### config.mk
export PLATFORM = sky130hd
export DESIGN_NAME = nand_cycle_timer
export DESIGN_NICKNAME = d
export VERILOG_FILES = /design/src/rtl/nct_pkg.sv /design/src/rtl/nct_field_sel.sv /design/src/rtl/nct_down_ctr.sv /design/src/rtl/nand_cycle_timer.sv
export SDC_FILE = /design/constraint.sdc
export NUM_CORES = 1
export LEC_CHECK = 0
export ABC_AREA = 1
export CORE_MARGIN = 2
export CORE_UTILIZATION = 47
export CTS_CLUSTER_SIZE = 8
export DETAILED_ROUTE_END_ITERATION = 8
export PLACE_DENSITY_LB_ADDON = 0.05
export SLEW_MARGIN = 0
export SYNTH_ARGS = -nofsm -noshare
export SYNTH_HDL_FRONTEND = slang
export SYNTH_SLANG_ARGS = --single-unit
### constraint.sdc
create_clock -name clk_i -period 2.1 [get_ports clk_i]
set_input_delay 0.63 -clock clk_i [delete_from_list [all_inputs] [get_ports clk_i]]
set_output_delay 0.63 -clock clk_i [all_outputs]
set_load 0.05 [all_outputs]
### src/rtl/nct_pkg.sv
package nct_pkg;
  typedef enum logic [1:0] {
    KIND_CMD  = 2'd0,
    KIND_ADDR = 2'd1,
    KIND_WR   = 2'd2,
    KIND_RD   = 2'd3
  } kind_e;

  typedef enum logic [2:0] {
    PH_IDLE,
    PH_SETUP,
    PH_PULSE,
    PH_HOLD,
    PH_WAIT,
    PH_DONE
  } phase_e;

  localparam int unsigned NUM_FIELDS = 4;
endpackage

### src/rtl/nct_field_sel.sv
module nct_field_sel #(
  parameter int unsigned FIELD_W = 4
) (
  input  logic [8*FIELD_W-1:0] timing_i,
  input  logic                 rd_i,
  output logic [FIELD_W-1:0]   setup_o,
  output logic [FIELD_W-1:0]   hold_o,
  output logic [FIELD_W-1:0]   width_o,
  output logic [FIELD_W-1:0]   rwait_o
);
  localparam int unsigned HALF_W = nct_pkg::NUM_FIELDS * FIELD_W;
  localparam int unsigned TW_W   = 2 * HALF_W;

  logic [HALF_W-1:0]  half;
  logic [FIELD_W-1:0] fld [nct_pkg::NUM_FIELDS];

  // low half: read group, high half: write group
  assign half = rd_i ? timing_i[HALF_W-1:0] : timing_i[TW_W-1:HALF_W];

  for (genvar i = 0; i < nct_pkg::NUM_FIELDS; i++) begin : g_fld
    assign fld[i] = half[i*FIELD_W +: FIELD_W];
  end

  assign setup_o = fld[0];
  assign hold_o  = fld[1];
  assign width_o = fld[2];
  assign rwait_o = fld[3];
endmodule

### src/rtl/nct_down_ctr.sv
module nct_down_ctr #(
  parameter int unsigned W = 5
) (
  input  logic         clk_i,
  input  logic         rst_ni,
  input  logic         clr_i,
  input  logic         load_i,
  input  logic [W-1:0] val_i,
  input  logic         dec_i,
  output logic         zero_o
);
  logic [W-1:0] cnt_q;

  always_ff @(posedge clk_i or negedge rst_ni) begin
    if (!rst_ni)      cnt_q <= '0;
    else if (clr_i)   cnt_q <= '0;
    else if (load_i)  cnt_q <= val_i;
    else if (dec_i)   cnt_q <= cnt_q - W'(1);
  end

  assign zero_o = (cnt_q == '0);


  ctr_no_wrap_chk: assert property (@(posedge clk_i) disable iff (!rst_ni)
    (dec_i && !load_i && !clr_i) |-> (cnt_q != '0));
endmodule

### src/rtl/nand_cycle_timer.sv
module nand_cycle_timer #(
  parameter int unsigned DATA_W  = 8,
  parameter int unsigned FIELD_W = 4
) (
  input  logic                 clk_i,
  input  logic                 rst_ni,
  input  logic                 soft_rst_i,
  input  logic [8*FIELD_W-1:0] timing_i,
  input  logic                 req_i,
  input  logic [1:0]           kind_i,
  input  logic [DATA_W-1:0]    wdata_i,
  input  logic                 force_ce_i,
  input  logic                 ready_pin_i,
  input  logic [DATA_W-1:0]    nand_data_i,
  output logic [DATA_W-1:0]    nand_data_o,
  output logic                 nand_data_oe_o,
  output logic                 cle_o,
  output logic                 ale_o,
  output logic                 we_no,
  output logic                 re_no,
  output logic                 ce_no,
  output logic                 accept_o,
  output logic                 done_o,
  output logic [DATA_W-1:0]    rdata_o,
  output logic                 ready_o
);
  import nct_pkg::*;

  localparam int unsigned CNT_W = FIELD_W + 1;

  phase_e              ph_q, ph_d;
  kind_e               kind_q, pend_kind_q, start_kind;
  logic                pend_q;
  logic [DATA_W-1:0]   wdata_q, pend_data_q, start_data;
  logic [FIELD_W-1:0]  sel_setup, sel_hold, sel_width, sel_rwait;
  logic [FIELD_W-1:0]  hold_q, width_q, rwait_q;
  logic                start, ctr_zero, ctr_ld, ctr_dec, in_bus, to_done;
  logic [CNT_W-1:0]    ctr_val;
  logic [DATA_W-1:0]   rdata_q;
  logic                ready_q;

  assign start      = (ph_q == PH_IDLE) && (pend_q || req_i);
  assign start_kind = pend_q ? pend_kind_q : kind_e'(kind_i);
  assign start_data = pend_q ? pend_data_q : wdata_i;

  nct_field_sel #(.FIELD_W(FIELD_W)) i_field_sel (
    .timing_i (timing_i),
    .rd_i     (start_kind == KIND_RD),
    .setup_o  (sel_setup),
    .hold_o   (sel_hold),
    .width_o  (sel_width),
    .rwait_o  (sel_rwait)
  );

  always_comb begin
    ph_d    = ph_q;
    ctr_ld  = 1'b0;
    ctr_val = '0;
    unique case (ph_q)
      PH_IDLE: if (start) begin
        ph_d = PH_SETUP; ctr_ld = 1'b1; ctr_val = CNT_W'(sel_setup);
      end
      PH_SETUP: if (ctr_zero) begin
        ph_d = PH_PULSE; ctr_ld = 1'b1; ctr_val = CNT_W'(width_q);
      end
      PH_PULSE: if (ctr_zero) begin
        ph_d = PH_HOLD; ctr_ld = 1'b1; ctr_val = CNT_W'(hold_q);
      end
      PH_HOLD: if (ctr_zero) begin
        ph_d    = (rwait_q == '0) ? PH_DONE : PH_WAIT;
        ctr_ld  = 1'b1;
        ctr_val = {rwait_q, 1'b0} - CNT_W'(1);  // 2n clocks of wait
      end
      PH_WAIT: if (ctr_zero) ph_d = PH_DONE;
      PH_DONE: ph_d = PH_IDLE;
      default: ph_d = PH_IDLE;
    endcase
  end

  assign ctr_dec = (ph_q inside {PH_SETUP, PH_PULSE, PH_HOLD, PH_WAIT}) && !ctr_zero;
  assign to_done = (ph_d == PH_DONE) && (ph_q != PH_DONE);

  nct_down_ctr #(.W(CNT_W)) i_ctr (
    .clk_i  (clk_i),
    .rst_ni (rst_ni),
    .clr_i  (soft_rst_i),
    .load_i (ctr_ld),
    .val_i  (ctr_val),
    .dec_i  (ctr_dec),
    .zero_o (ctr_zero)
  );

  always_ff @(posedge clk_i or negedge rst_ni) begin
    if (!rst_ni) begin
      ph_q        <= PH_IDLE;
      kind_q      <= KIND_CMD;
      wdata_q     <= '0;
      hold_q      <= '0;
      width_q     <= '0;
      rwait_q     <= '0;
      pend_q      <= 1'b0;
      pend_kind_q <= KIND_CMD;
      pend_data_q <= '0;
      rdata_q     <= '0;
      ready_q     <= 1'b0;
    end else if (soft_rst_i) begin
      ph_q   <= PH_IDLE;
      pend_q <= 1'b0;
    end else begin
      ph_q <= ph_d;
      if (start) begin
        kind_q  <= start_kind;
        wdata_q <= start_data;
        hold_q  <= sel_hold;
        width_q <= sel_width;
        rwait_q <= sel_rwait;
      end
      // park one request that arrives while busy
      if (start && pend_q) pend_q <= 1'b0;
      else if (req_i && !pend_q && ph_q != PH_IDLE) begin
        pend_q      <= 1'b1;
        pend_kind_q <= kind_e'(kind_i);
        pend_data_q <= wdata_i;
      end
      if (ph_q == PH_PULSE && ctr_zero && kind_q == KIND_RD) rdata_q <= nand_data_i;
      if (ph_q == PH_IDLE || to_done) ready_q <= ready_pin_i;
    end
  end

  assign in_bus         = ph_q inside {PH_SETUP, PH_PULSE, PH_HOLD};
  assign cle_o          = in_bus && (kind_q == KIND_CMD);
  assign ale_o          = in_bus && (kind_q == KIND_ADDR);
  assign we_no          = !((ph_q == PH_PULSE) && (kind_q != KIND_RD));
  assign re_no          = !((ph_q == PH_PULSE) && (kind_q == KIND_RD));
  assign ce_no          = !(in_bus || force_ce_i);
  assign nand_data_oe_o = in_bus && (kind_q != KIND_RD);
  assign nand_data_o    = wdata_q;
  assign done_o         = (ph_q == PH_DONE);
  assign accept_o       = (ph_q == PH_IDLE) && !pend_q;
  assign rdata_o        = rdata_q;
  assign ready_o        = ready_q;


  done_single_chk: assert property (@(posedge clk_i) disable iff (!rst_ni)
    done_o |=> !done_o);

  busy_no_accept_chk: assert property (@(posedge clk_i) disable iff (!rst_ni)
    (!we_no || !re_no) |-> !accept_o);

  soft_rst_idle_chk: assert property (@(posedge clk_i) disable iff (!rst_ni)
    soft_rst_i |=> (we_no && re_no && !done_o));

  rd_no_drive_chk: assert property (@(posedge clk_i) disable iff (!rst_ni)
    !re_no |-> !nand_data_oe_o);

  latch_before_pulse_chk: assert property (@(posedge clk_i) disable iff (!rst_ni)
    ($rose(cle_o) || $rose(ale_o)) |-> (we_no && re_no));

  hold_after_pulse_chk: assert property (@(posedge clk_i) disable iff (!rst_ni || soft_rst_i)
    $rose(we_no) |-> (!ce_no && !done_o));
endmodule

==> results.md <==
* Placed cell area at 3700 um2
* Via density at 4.91
* Crit Path Class: register to output port
* Post-route ant nets at 0
* Synth cell count leaders: nand2_1 (58), dfrtp_1 (50), nor2_1 (45), inv_1 (33), a21oi_1 (24)
* Die width at 79.5 um
* CP required at 1.47 ns
* Leak at between 1.5 and 2 nW
* Synth Cell Area at roughly 2700 um2
* Maximum VDD drop at 861 uV
* Layout cells sized above 1 at just over 20%
* Num ports at slightly above 80
* Yosys reg bits at 50
* CP startpoint kind: register
* Clock Tree Root: clkbuf_8
* Max H-tree Level at 2
* WL/cell at 12.8 um
* Final Util at 69.7%
* Die Area at 6330 um2
* CP arrival at approximately 1.4 ns
* CTS tree: done
* Row count at 27
* Avg Cell Area, Syn at 8.30 um2
* Remaining DRCs at 0
* Synth cell types at 31
* Post-Syn Instances at between 300 and 400
* Post-Synthesis Net Count at 382
* Most frequent cell after synthesis: nand2_1
* Largest net degree at the start of global routing at 34
* Crit Path Max Fanout at 5
* Pre-antenna DRT Iters at 4
* Post-synth EDFFs at 0
* Vias in the first global route at 2391
* Post-DP HPWL at 4.74 mm
* FILL cells at 486
* Max-cap viol count at 0
* IO Port Bufs at 80
* Initial Utilization at 48.7%
* Top delay family on crit path: flip-flops
* Worst Hold Class: primary input to asynchronous set/reset pin
* Top post-synthesis cells by area: dfrtp_1 (47%), nand2_1 (8.1%), nor2_1 (6.3%)
* Via count at between 2000 and 2500
* Primary FF master, synth: dfrtp_1
* Final period util at 96.9%
* Synth area leader: dfrtp_1
* Tmin final at 2.03 ns
* Setup violators final at 0
* Final hold violation count at 0
* Sequential fraction of the synthesis area at 46.7%
* Crit-path cells: nor2_4 -> nor2_2 -> inv_1 -> nor3_2 -> buf_12
* Clock Sink Count at 50
* Synth top area share at around 47%
* Slowest-stage cell, CP: dfrtp_2
* Remaining Overflow, GRT at 0
* Clock-pin transition on the worst setup and hold timing paths at about 0.09 ns
* Clock Tree Buf Depth at 2
* Crit path buffers/inverters at 2
* Tightest Pin Transition at 0.500 ns
* Slack of the critical path at 0.0653 ns
* Setup repair after global routing missed its margin: yes
* Post-route insts no fill at between 400 and 500
* Core footprint at 5510 um2
* Final instance area at 3840 um2
* Nets at 476
* Setup TNS at 0 ns
* Clock latency at the later pin of the worst-skew pair at 0.30 ns
* Global-route wire length before repair at 10.6 mm
* Async SR Flop Fraction at between 90% and 100%
* Hold-fix buffers, CTS at 0
* DP Cell Count at 480
* PwrDens at ~1400 nW/um2
* ANT cells at 0
* Status: finished clean
* Gr usage total at a little over a fifth
* Max transition margin at roughly two thirds
* Die height at 79.5 um
* WL final at 6.24 mm
* Cts bufs inserted at 5
* Max Freq at 0.491 GHz
* DP Worst Slack at -0.0571 ns
* Fin. max-slew vios at 0
* Initial antenna violation count at 0
* DR iter-0 viols at 123
* Crit-path max cell delay at 0.44 ns
* Layout area overhead at 43.2%
* Ys Warns at 0
* RePlAce Congestion at 0.771
* Setup Skew at 0.00675 ns
* Crit. End Element: output port
## logic make-up (layout without fill, tap and decap cells)
logic type,after synthesis,count (layout),share of synthesized area [%]
compound gates,69,69,14.1
xor+xnor,5,5,1.63
fa+ha+maj,3,3,1.40
buf+inv,49,143,7.65
flops,50,50,46.7
mux,9,9,4.90
simple gates,138,138,23.6
## timing repair
action / in CTS / in global routing
hold endpoints to repair: 0 / 0
endpoints found under the setup margin: 4 / 10
cloned: 0 / 0
setup buffers: 0 / 2
gates resized for setup: 4 / 8
pin swaps: 0 / 1
## stage by stage
stage          hold WS, ns  total power, W
2_1_floorplan        0.334         0.00366
3_3_place_gp         0.461         0.00468
3_5_place_dp         0.476         0.00474
4_1_cts              0.279         0.00532
5_1_grt              0.295         0.00573
6_report             0.263         0.00534
## state kept, by name (all words and copies together), names as in the netlist, 2 cells and up
name and cells:
nand_data_o 8, pend_data_q 8, rdata_o 8, i_ctr.cnt_q 5
hold_q 4, rwait_q 4, width_q 4, ph_q 3
kind_q 2, pend_kind_q 2
## final timing paths
kind                           startpoint             end  slack (ns)  cells past startpoint
hold reg to reg                   ready_o         ready_o        0.49                      2
hold / removal                     rst_ni  i_ctr.cnt_q[4]        0.26                      1
min in group clk_i                ready_o         ready_o        0.49                      2
setup / recovery                  ph_q[0]           ale_o        0.07                      5
setup reg to reg           i_ctr.cnt_q[0]      rdata_o[5]        0.20                      8
max in group asynchronous          rst_ni         ph_q[0]        1.29                      2
## power by group
part           internal, W  leakage (nW)  switching, W
registers          0.00137         0.620      0.000277
clock network     0.000231        0.0444      0.000322
logic              0.00125          1.21       0.00189
total              0.00285          1.88       0.00249
## worst register-to-register path, cell delays in order, from the launching register on
cell,delay (ns)
dfrtp_1,0.43
inv_1,0.09
ha_1,0.14
inv_1,0.04
nor2_1,0.18
nand2_2,0.17
nor2_4,0.21
nand3_4,0.20
mux2_4,0.34
## cell type report
cell class	count	area (um2)	share of cell area (%)
Multi-Input combinational cell	224	1250	32.7
Timing Repair Buffer	97	996	25.9
Clock buffer	5	68.8	1.79
Clock inverter	2	13.8	0.358
Tap cell	72	90.1	2.35
Inverter	39	163	4.24
Sequential cell	50	1250	32.6
## cells in the final DEF, fill, tap and decap left out, types with 2 or more instances in the layout
master | Yosys | layout
nand2_1 | 58 | 58
clkdlybuf4s50_1 | 0 | 54
dfrtp_1 | 50 | 48
nor2_1 | 45 | 43
inv_1 | 33 | 33
buf_4 | 0 | 30
a21oi_1 | 24 | 24
o21ai_0 | 19 | 19
nand3_1 | 15 | 15
o21ai_1 | 10 | 10
buf_12 | 0 | 10
mux2_4 | 8 | 8
o22ai_1 | 7 | 7
a31oi_1 | 6 | 6
nor2_4 | 4 | 5
clkbuf_8 | 0 | 5
nor3_2 | 0 | 4
inv_2 | 5 | 4
nor2_2 | 2 | 3
nand2_4 | 3 | 3
xnor2_1 | 3 | 3
ha_1 | 3 | 3
nand3_2 | 2 | 2
xor2_1 | 2 | 2
nor3_1 | 6 | 2
dlymetal6s2s_1 | 0 | 2
dfrtp_2 | 0 | 2
## layer usage
layer,GRT usage [%],wire [um],share of wire (%)
met5,0,0,0
met4,5.17,34,0.54
met3,4.52,289,4.6
met2,35.7,3030,48
met1,27.8,2890,46
Power figures use the tool's default switching activity.
